File: config.mk
export PLATFORM = sky130hd
export DESIGN_NAME = tvec_sequencer
export DESIGN_NICKNAME = d
export VERILOG_FILES = /design/src/rtl/tvec_pkg.sv /design/src/rtl/tvec_ctrl.sv /design/src/rtl/tvec_rom.sv /design/src/rtl/tvec_stretch.sv /design/src/rtl/tvec_sequencer.sv
export SDC_FILE = /design/constraint.sdc
export NUM_CORES = 1
export LEC_CHECK = 0
export ABC_AREA = 0
export BUFFER_PORTS_ARGS = -buffer_cell sky130_fd_sc_hd__buf_4
export CELL_PAD_IN_SITES_DETAIL_PLACEMENT = 0
export CELL_PAD_IN_SITES_GLOBAL_PLACEMENT = 2
export CORE_UTILIZATION = 36
export DETAILED_ROUTE_END_ITERATION = 7
export PLACE_DENSITY = 0.85
export SYNTH_ARGS = -nofsm -noshare
export SYNTH_HDL_FRONTEND = slang
export SYNTH_SLANG_ARGS = --single-unit
export TNS_END_PERCENT = 1
File: constraint.sdc
create_clock -name clk -period 6.6 [get_ports clk]
set_input_delay 0.33 -clock clk [delete_from_list [all_inputs] [get_ports clk]]
set_output_delay 0.33 -clock clk [all_outputs]
set_load 0.01 [all_outputs]
File: src/rtl/tvec_pkg.sv
// Package: shared constants, the base-row record and the base vector table.
// Assumes base patterns are 8 bits wide; wider operands are derived elsewhere.
package tvec_pkg;

    localparam int BASE_W  = 8;
    localparam int NUM_VEC = 19;
    localparam int IDX_W   = $clog2(NUM_VEC);

    typedef struct packed {
        logic [BASE_W-1:0] x;
        logic              xm1;
        logic [BASE_W-1:0] y;
        logic              ym1;
        logic [3:0]        e;
    } base_row_t;

    // Returns the stored 8-bit row for a vector index (zero past the end).
    function automatic base_row_t base_row(input logic [IDX_W-1:0] k);
        base_row_t r;
        case (k)
            5'd0:    r = '{8'h00, 1'b0, 8'h00, 1'b0, 4'h0};
            5'd1:    r = '{8'h80, 1'b0, 8'h55, 1'b0, 4'h0};
            5'd2:    r = '{8'hFF, 1'b1, 8'h55, 1'b0, 4'hF};
            5'd3:    r = '{8'h80, 1'b0, 8'hAA, 1'b1, 4'hF};
            5'd4:    r = '{8'h00, 1'b0, 8'hFF, 1'b0, 4'hC};
            5'd5:    r = '{8'h00, 1'b0, 8'h33, 1'b1, 4'h3};
            5'd6:    r = '{8'hFF, 1'b1, 8'h53, 1'b0, 4'h3};
            5'd7:    r = '{8'hFF, 1'b1, 8'h44, 1'b1, 4'hC};
            5'd8:    r = '{8'h55, 1'b0, 8'hCC, 1'b1, 4'h6};
            5'd9:    r = '{8'h55, 1'b0, 8'h33, 1'b0, 4'h9};
            5'd10:   r = '{8'hFF, 1'b1, 8'h33, 1'b0, 4'h3};
            5'd11:   r = '{8'hFF, 1'b1, 8'hCC, 1'b1, 4'hC};
            5'd12:   r = '{8'h00, 1'b0, 8'hAA, 1'b1, 4'hC};
            5'd13:   r = '{8'hFF, 1'b1, 8'hAA, 1'b1, 4'h0};
            5'd14:   r = '{8'hFF, 1'b0, 8'h99, 1'b1, 4'hF};
            5'd15:   r = '{8'hFF, 1'b0, 8'h66, 1'b0, 4'h0};
            5'd16:   r = '{8'h00, 1'b0, 8'h66, 1'b0, 4'hF};
            5'd17:   r = '{8'hFF, 1'b1, 8'h99, 1'b1, 4'h9};
            5'd18:   r = '{8'hFF, 1'b1, 8'hFF, 1'b1, 4'h0};
            default: r = '0;
        endcase
        return r;
    endfunction

endpackage

File: src/rtl/tvec_ctrl.sv
// Module: run controller. Walks an index from 0 to NUM-1, one step per cycle,
// after a start seen while idle, then pulses done once.
// Assumes start and rst_n are synchronous to clk; start is ignored while running.
module tvec_ctrl #(
    parameter int NUM   = 19,
    parameter int IDX_W = $clog2(NUM)
) (
    input  logic             clk,
    input  logic             rst_n,
    input  logic             start,
    output logic             running,
    output logic [IDX_W-1:0] idx,
    output logic             done
);

    localparam logic [IDX_W-1:0] LAST = IDX_W'(NUM - 1);

    logic at_last;
    assign at_last = running && (idx == LAST);

    // Run flag and index: launch on start when idle, stop after the last index.
    always_ff @(posedge clk) begin
        if (!rst_n) begin
            running <= 1'b0;
            idx     <= '0;
        end else if (running) begin
            if (at_last) begin
                running <= 1'b0;
                idx     <= '0;
            end else begin
                idx     <= idx + 1'b1;
            end
        end else if (start) begin
            running <= 1'b1;
            idx     <= '0;
        end
    end

    // Done pulse: one cycle, right after the last index was shown.
    always_ff @(posedge clk) begin
        if (!rst_n) done <= 1'b0;
        else        done <= at_last;
    end

endmodule

File: src/rtl/tvec_rom.sv
// Module: base-row lookup. Maps an index to its stored 8-bit vector row.
// Assumes the index is within 0..NUM_VEC-1; other values give an all-zero row.
module tvec_rom
    import tvec_pkg::*;
(
    input  logic [IDX_W-1:0] idx,
    output base_row_t        row
);

    // Table lookup, purely combinational.
    always_comb row = base_row(idx);

endmodule

File: src/rtl/tvec_stretch.sv
// Module: width stretcher. Widens the 8-bit X pattern toward the LSB with
// period 2, and the 8-bit Y pattern toward the MSB with period 8.
// Assumes XW >= 8 and YW >= 8; pure wiring, no logic depth.
module tvec_stretch
    import tvec_pkg::*;
#(
    parameter int XW = 8,
    parameter int YW = 8
) (
    input  base_row_t      row,
    output logic [XW-1:0]  x_wide,
    output logic [YW-1:0]  y_wide
);

    localparam int XPAD = XW - BASE_W;

    if (XW < BASE_W) begin : g_bad_xw
        $error("tvec_stretch: XW must be at least 8");
    end
    if (YW < BASE_W) begin : g_bad_yw
        $error("tvec_stretch: YW must be at least 8");
    end

    // X: stored bits on top, lower bits continue the two-bit period downward.
    for (genvar gi = 0; gi < XW; gi++) begin : g_x
        if (gi >= XPAD) begin : g_keep
            assign x_wide[gi] = row.x[gi - XPAD];
        end else begin : g_ext
            assign x_wide[gi] = row.x[(XPAD - gi) % 2];
        end
    end

    // Y: stored bits at the bottom, upper bits repeat the base pattern upward.
    for (genvar gj = 0; gj < YW; gj++) begin : g_y
        assign y_wide[gj] = row.y[gj % BASE_W];
    end

endmodule

File: src/rtl/tvec_sequencer.sv
// Module: top of the test vector sequencer. Plays the 19-vector set once per
// accepted start, widened to XW/YW, and holds every data output at zero when idle.
// Assumes XW >= 8, YW >= 8, and synchronous start/rst_n.
module tvec_sequencer
    import tvec_pkg::*;
#(
    parameter int XW = 8,
    parameter int YW = 8
) (
    input  logic             clk,
    input  logic             rst_n,
    input  logic             start,
    output logic             vec_valid,
    output logic [XW-1:0]    vec_x,
    output logic             vec_xm1,
    output logic [YW-1:0]    vec_y,
    output logic             vec_ym1,
    output logic [3:0]       vec_e,
    output logic [IDX_W-1:0] vec_idx,
    output logic             done
);

    logic             running;
    logic [IDX_W-1:0] idx;
    base_row_t        row;
    logic [XW-1:0]    x_wide;
    logic [YW-1:0]    y_wide;

    tvec_ctrl #(.NUM(NUM_VEC), .IDX_W(IDX_W)) ctrl_i (
        .clk     (clk),
        .rst_n   (rst_n),
        .start   (start),
        .running (running),
        .idx     (idx),
        .done    (done)
    );

    tvec_rom rom_i (
        .idx (idx),
        .row (row)
    );

    tvec_stretch #(.XW(XW), .YW(YW)) stretch_i (
        .row    (row),
        .x_wide (x_wide),
        .y_wide (y_wide)
    );

    // Output gating: present the vector only while running, zeros otherwise.
    always_comb begin
        vec_valid = running;
        vec_x     = running ? x_wide  : '0;
        vec_xm1   = running ? row.xm1 : 1'b0;
        vec_y     = running ? y_wide  : '0;
        vec_ym1   = running ? row.ym1 : 1'b0;
        vec_e     = running ? row.e   : 4'h0;
        vec_idx   = running ? idx     : '0;
    end

endmodule

=== After elaboration in Yosys (flattened, before gate mapping) ===
Memory sizes are Yosys's and may differ from the RTL's. A register that Yosys moved wholly into a read port is not among the register bits.
Index checks and enable logic that the tools add are counted.

* Flip-flop bits (word level): 7
* Bits in read-only memories: 704
* Input port bits: 3
* Memories kept: 1

* Add/subtract/negate cells: 1
* Eq/ne operators: 1
* Muxes and demuxes: 14
* Reductions and logical operators: 2

{| class="wikitable"
|+ Memories
! name !! depth !! bits a word !! read ports !! clocked after Yosys merged registers in !! wr ports !! line !! text
|-
| (name not given) || 32 || 22 || 1 || 1 || 0 || tvec_pkg.sv:20 || <nowiki>case (k)</nowiki>
|}

{| class="wikitable"
|+ Operator list
! kind !! count
|-
| 5-bit two-way mux || 6
|-
| 8-bit two-way mux || 2
|-
| 5-bit by 1-bit adder with 5-bit output, second input constant || 1
|-
| 5-bit == test, second input constant || 1
|-
| 1-bit two-way mux || 5
|-
| 4-bit two-way mux || 1
|-
| 2-bit nonzero test || 1
|-
| 1-bit logical AND || 1
|}

=== Depth between registers and ports, before layout ===
* Depth after elaboration: 6
* Gate-level depth with buffers: 12

=== By module ===
A second synthesis with hierarchy kept.

* Cells, all modules: 176
* Area total of the unflattened synthesis: 1,361.3 um^2

{| class="wikitable"
|+ Modules (own cells, without submodules)
! module !! instances !! cells an instance !! area each (um^2)
|-
| tvec_rom || 1 || 91 || 648.1
|-
| tvec_ctrl || 1 || 40 || 375.4
|-
| tvec_sequencer || 1 || 29 || 217.7
|-
| tvec_stretch || 1 || 16 || 120.1
|}

=== Worst setup path before layout ===
Ideal clock, no wire load.

* Path kind: reg2reg
* From: register ctrl_i.idx[0]
* To: register, netlist name rom_i.row[11]
* Arrival: 2.160 ns
* Required time: 6.480 ns
* Path slack: 4.320 ns
* Cell stages (with the launch flop): 13
* Path through: dfxtp_1 -> inv_1 -> ha_1 -> nand4bb_4 -> and4_4 -> a31oi_4 -> inv_1 -> ha_1 -> nand2_1 -> o21ai_0 -> a21o_1 -> a21oi_1 -> o21ai_1

* Word-level cells in the longest chain between the ends: 6
* Elaborated cells on any way between the ends: 7
* Those cells by class: 1 x add/sub; 1 x eq/ne; 4 x mux; 1 x reduce/logical

{| class="wikitable"
|+ RTL lines
! element !! line !! text
|-
| start: declaration || tvec_ctrl.sv:12 || <nowiki>output logic [IDX_W-1:0] idx,</nowiki>
|-
| start signal: assignment || tvec_ctrl.sv:31 || <nowiki>idx <= idx + 1'b1;</nowiki>
|-
| parallel branches: the longest is 4 deep, another holds 5-bit by 1-bit adder with 5-bit output || - ||
|-
| 5-bit two-way mux (no line) * (2 in a row) || - ||
|}

Mark *: on every way between the ends.
A chain may end at the register's enable or synchronous reset.

=== Worst setup path after layout ===
* From: register ctrl_i.idx[0]
* To: register, netlist name rom_i.row[7]

* Word-level cells in the longest chain between the ends: 6
* Elaborated cells on any way between the ends: 7
* Those cells by class: 1 x add/sub; 1 x eq/ne; 4 x mux; 1 x reduce/logical

{| class="wikitable"
|+ RTL lines
! element
|-
| parallel branches: the longest is 4 deep, another holds 5-bit by 1-bit adder with 5-bit output
|-
| 5-bit two-way mux (no line) * (2 in a row)
|}

Marked as above.

==> results.toml <==
[power_and_ir_drop]
ir_worst_vdd_mv = 0.0843
power_leakage_uw = 0.000873
power.internal_uw = 255
powerDensity_nw_per_um2 = 173
power.combinational.fraction = 0.206
power_frac_clock = 0.372
pwr-share-seq = 0.421
p_switching_uw = 94.4
power_switching_share = 0.271

[placement]
port_buffers = 31
place_hpwl_um = 3040
postPlaceCellArea_sq_um = 1950
final_weighted_congestion_of_routability_driven_global_placement = 0.841

[detailed_routing]
routed_wl_um = 4250
avgRoutedWirePerCell_um = 15.1
post-route-drc-count = 0
detail-route-antenna-nets = 0
drt_iter0_drc = 97
routed_via_density = 5.32
detailed_routing_iteration_count_for_the_pre_antenna_repair_pass = 4
route.vias.total = 1500

[worst_setup_path]
worstPathCellList = "inv_1 -> ha_1 -> nand4bb_4 -> and4_4 -> a31oi_4 -> ha_1 -> inv_1 -> nand3_1 -> a21oi_1 -> nor4b_2 -> a21oi_1"
crit_type = "register to register"
reg2reg_from = "ctrl_i.idx[0]$_SDFFE_PN0N_"
cp-start-kind = "register"
worst-path-max-fanout = 9
cp.required_ps = 6760
cp.arrival_ps = 2770
worst_path_max_delay_cell = "ha_1"
peak_per_stage_delay_on_the_critical_path_ps = 520
setup.worst_path.start = "ctrl_i.idx[0]$_SDFFE_PN0N_"
timing.critical_path.to_type = "register"

[worst_hold_path]
min-delay-start = "rst_n"
worst_hold_path_type = "input pin to register"

[yosys]
synth-edff-count = 0
post_synthesis_instance_area_sq_um = 1790
async_s_r_ff_share_synth = 0
yosysUniqueCellTypes = 65
synth_warnings = 0
share_of_the_synthesized_area_in_compound_gates_ao_oa_aoi_oai = 0.282
netlist_top_cells_area = "dfxtp_1 25%, and2_1 7.4%, ha_1 7.0%, buf_6 4.4%, buf_4 3.8%"
synth_adder_area_share = 0.0701
post_synth.cell_area_avg_sq_um = 8.97
yosysSeqAreaShare = 0.247
yosys-top-cells-count = "22 x dfxtp_1, 21 x and2_1, 16 x nand2_1"
netlist.top_cell.by_area = "dfxtp_1"
multiplexer_share_of_the_synthesized_area = 0.0168
ys_seq_elements = 22
synth-xor-area-share = 0.00981
post-synth-top-count-cell = "dfxtp_1"
dominant_combinational_cell_family_by_area_after_synthesis = "compound AO/OA/AOI/OAI gates"
netlist.area_leader.share = 0.247
postSynth.topFlopCell = "dfxtp_1"
synth_simple_gate_area_share = 0.258
synth_cells = 199
syn_nets = 212

[clock_tree]
cts_resized = 0
clock_tree.root_cell = "clkbuf_8"
cts.hold.buffers_added = 0
clock-sinks = 22
postCtsSetupBuffers = 0
clk-insertion-delay-late_ps = 270
cts_buffer_depth = 2
tritoncts_clock_tree = "built"
tritoncts.num_buffers = 3
number_of_h_tree_levels = 1
clk_pin_slew_worst_paths_ps = 90

[sta]
timing.fmax_ghz = 0.383
report.final.hold_viol_count = 0
timing_worst_slew_pin_value_ps = 657
setup_viol = 0
slew_violations = 0
timing.hold.ws_ps = 420
headroom_to_the_max_slew_limit = 0.562
rsz_0062_raised_after_global_routing = "false"
fin_skew_ps = 6.63
timing.final.crit_period_ps = 2610
setup_total_negative_slack_ps = 0
layout_worst_path_cycle_share = 0.395

[final_layout]
postLayoutCoreUtil = 0.424
drive_above_1_share = 0.288
area_delta_synth_final_pct = 13.0
finish.instance_area_sq_um = 2020
insertedDiodeCount = 0
num-nets-final = 229

[global_route]
overflow = 0
globalRouteMet3Util = 0.0333
grt_start_max_net_pins = 42
grt_pass1_vias = 1431
use_met1 = 0.212
grt_util_met2 = 0.302
grt_pass1_wl_um = 7040
grtUsageTotal = 0.176
initial_antenna_violation_count = 0
grt_busiest_layer = "met2"

[outcome]
outcome = "finished clean"

[floorplanning]
core_footprint_sq_um = 4750
fp.dieArea_sq_um = 5250
floorplan.io_pins = 32
die_h_um = 72.4
dieWidth_um = 72.4
starting_density = 0.376
core.rowCount = 25

[job]
cap_violations = 0
kinds of logic (layout without fill, tap and decap cells):
| logic type | Yosys count | count (layout) |
|---|---|---|
| DFF | 22 | 22 |
| adders and majority gates | 10 | 10 |
| and+or+nand+nor | 71 | 71 |
| xor gates and xnor gates | 2 | 2 |
| AOI/OAI and AO/OA | 60 | 60 |
| muxes | 3 | 3 |
| buffers and inverters | 31 | 47 |
worst max-delay path, delay by kind of cell (launching register included):
kind	cells	cell delay, ps
AND/OR/NAND/NOR	4	760
flip-flops	1	470
adder cells (fa/ha/maj)	2	800
buffers and inverters	2	230
AO/OA/AOI/OAI	3	210
registers in the layout, indices dropped and copies added (netlist names):
register        cells
rom_i.row          15
ctrl_i.idx          5
ctrl_i.done         1
ctrl_i.running      1
cell type report:
class	instances	area, sq um
fillers	505	2740
multi-input cells	146	1140
flip-flops and latches	22	440
repair buffers	32	240
well taps	67	83.8
inverters	11	43.8
clock buffers	3	41.3
clock inverters	1	30.0
power groups by stage:
stage                     combinational (uW)  clock [uW]  sequential [uW]
after global routing                    79.1         138              148
after detailed placement                71.8           0              150
after CTS                               72.1         132              147
after global placement                  72.4           0              150
after floorplan                         55.8           0              149
final                                   72.0         130              147
per-layer routing:
metal	vias up	wire [um]
met4	0	77
met5	-	0
li1	743	-
met2	32	2090
met1	718	1960
met3	7	117
metrics by stage:
step / cells / total power, uW / setup slack (ps)
4_1_cts: 282 / 352 / 3990
2_1_floorplan: 199 / 204 / 4320
3_3_place_gp: 278 / 222 / 4000
3_5_place_dp: 278 / 222 / 4000
6_report: 282 / 349 / 3990
5_1_grt: 282 / 365 / 3790
final timing paths:
check                                            endpoint  slack [ps]  depth (start not counted)
worst max register to register       rom_i.row[7]$_DFF_P_        3990                         11
worst min-delay path            ctrl_i.running$_SDFF_PN0_         420                          3
worst max-delay path                 rom_i.row[7]$_DFF_P_        3990                         11
worst min register to register  ctrl_i.running$_SDFF_PN0_         750                          2
placed cells by master (no fill, tap or decap), drive strengths merged, types with 2 or more instances in the layout:
| cell | instances |
|---|---|
| o22a | 2 |
| nor3 | 3 |
| nor2b | 2 |
| nand3 | 5 |
| dfxtp | 22 |
| nor2 | 9 |
| o32ai | 2 |
| a31oi | 4 |
| buf | 32 |
| a21oi | 11 |
| a32oi | 4 |
| o21ai | 16 |
| o221ai | 2 |
| mux2i | 3 |
| inv | 11 |
| nand2b | 2 |
| and2 | 22 |
| nand2 | 17 |
| o22ai | 2 |
| o311a | 2 |
| a21o | 3 |
| ha | 10 |
| clkbuf | 3 |
| and3 | 2 |
| a211oi | 3 |
Note: power is estimated with default switching activity, not from simulation.
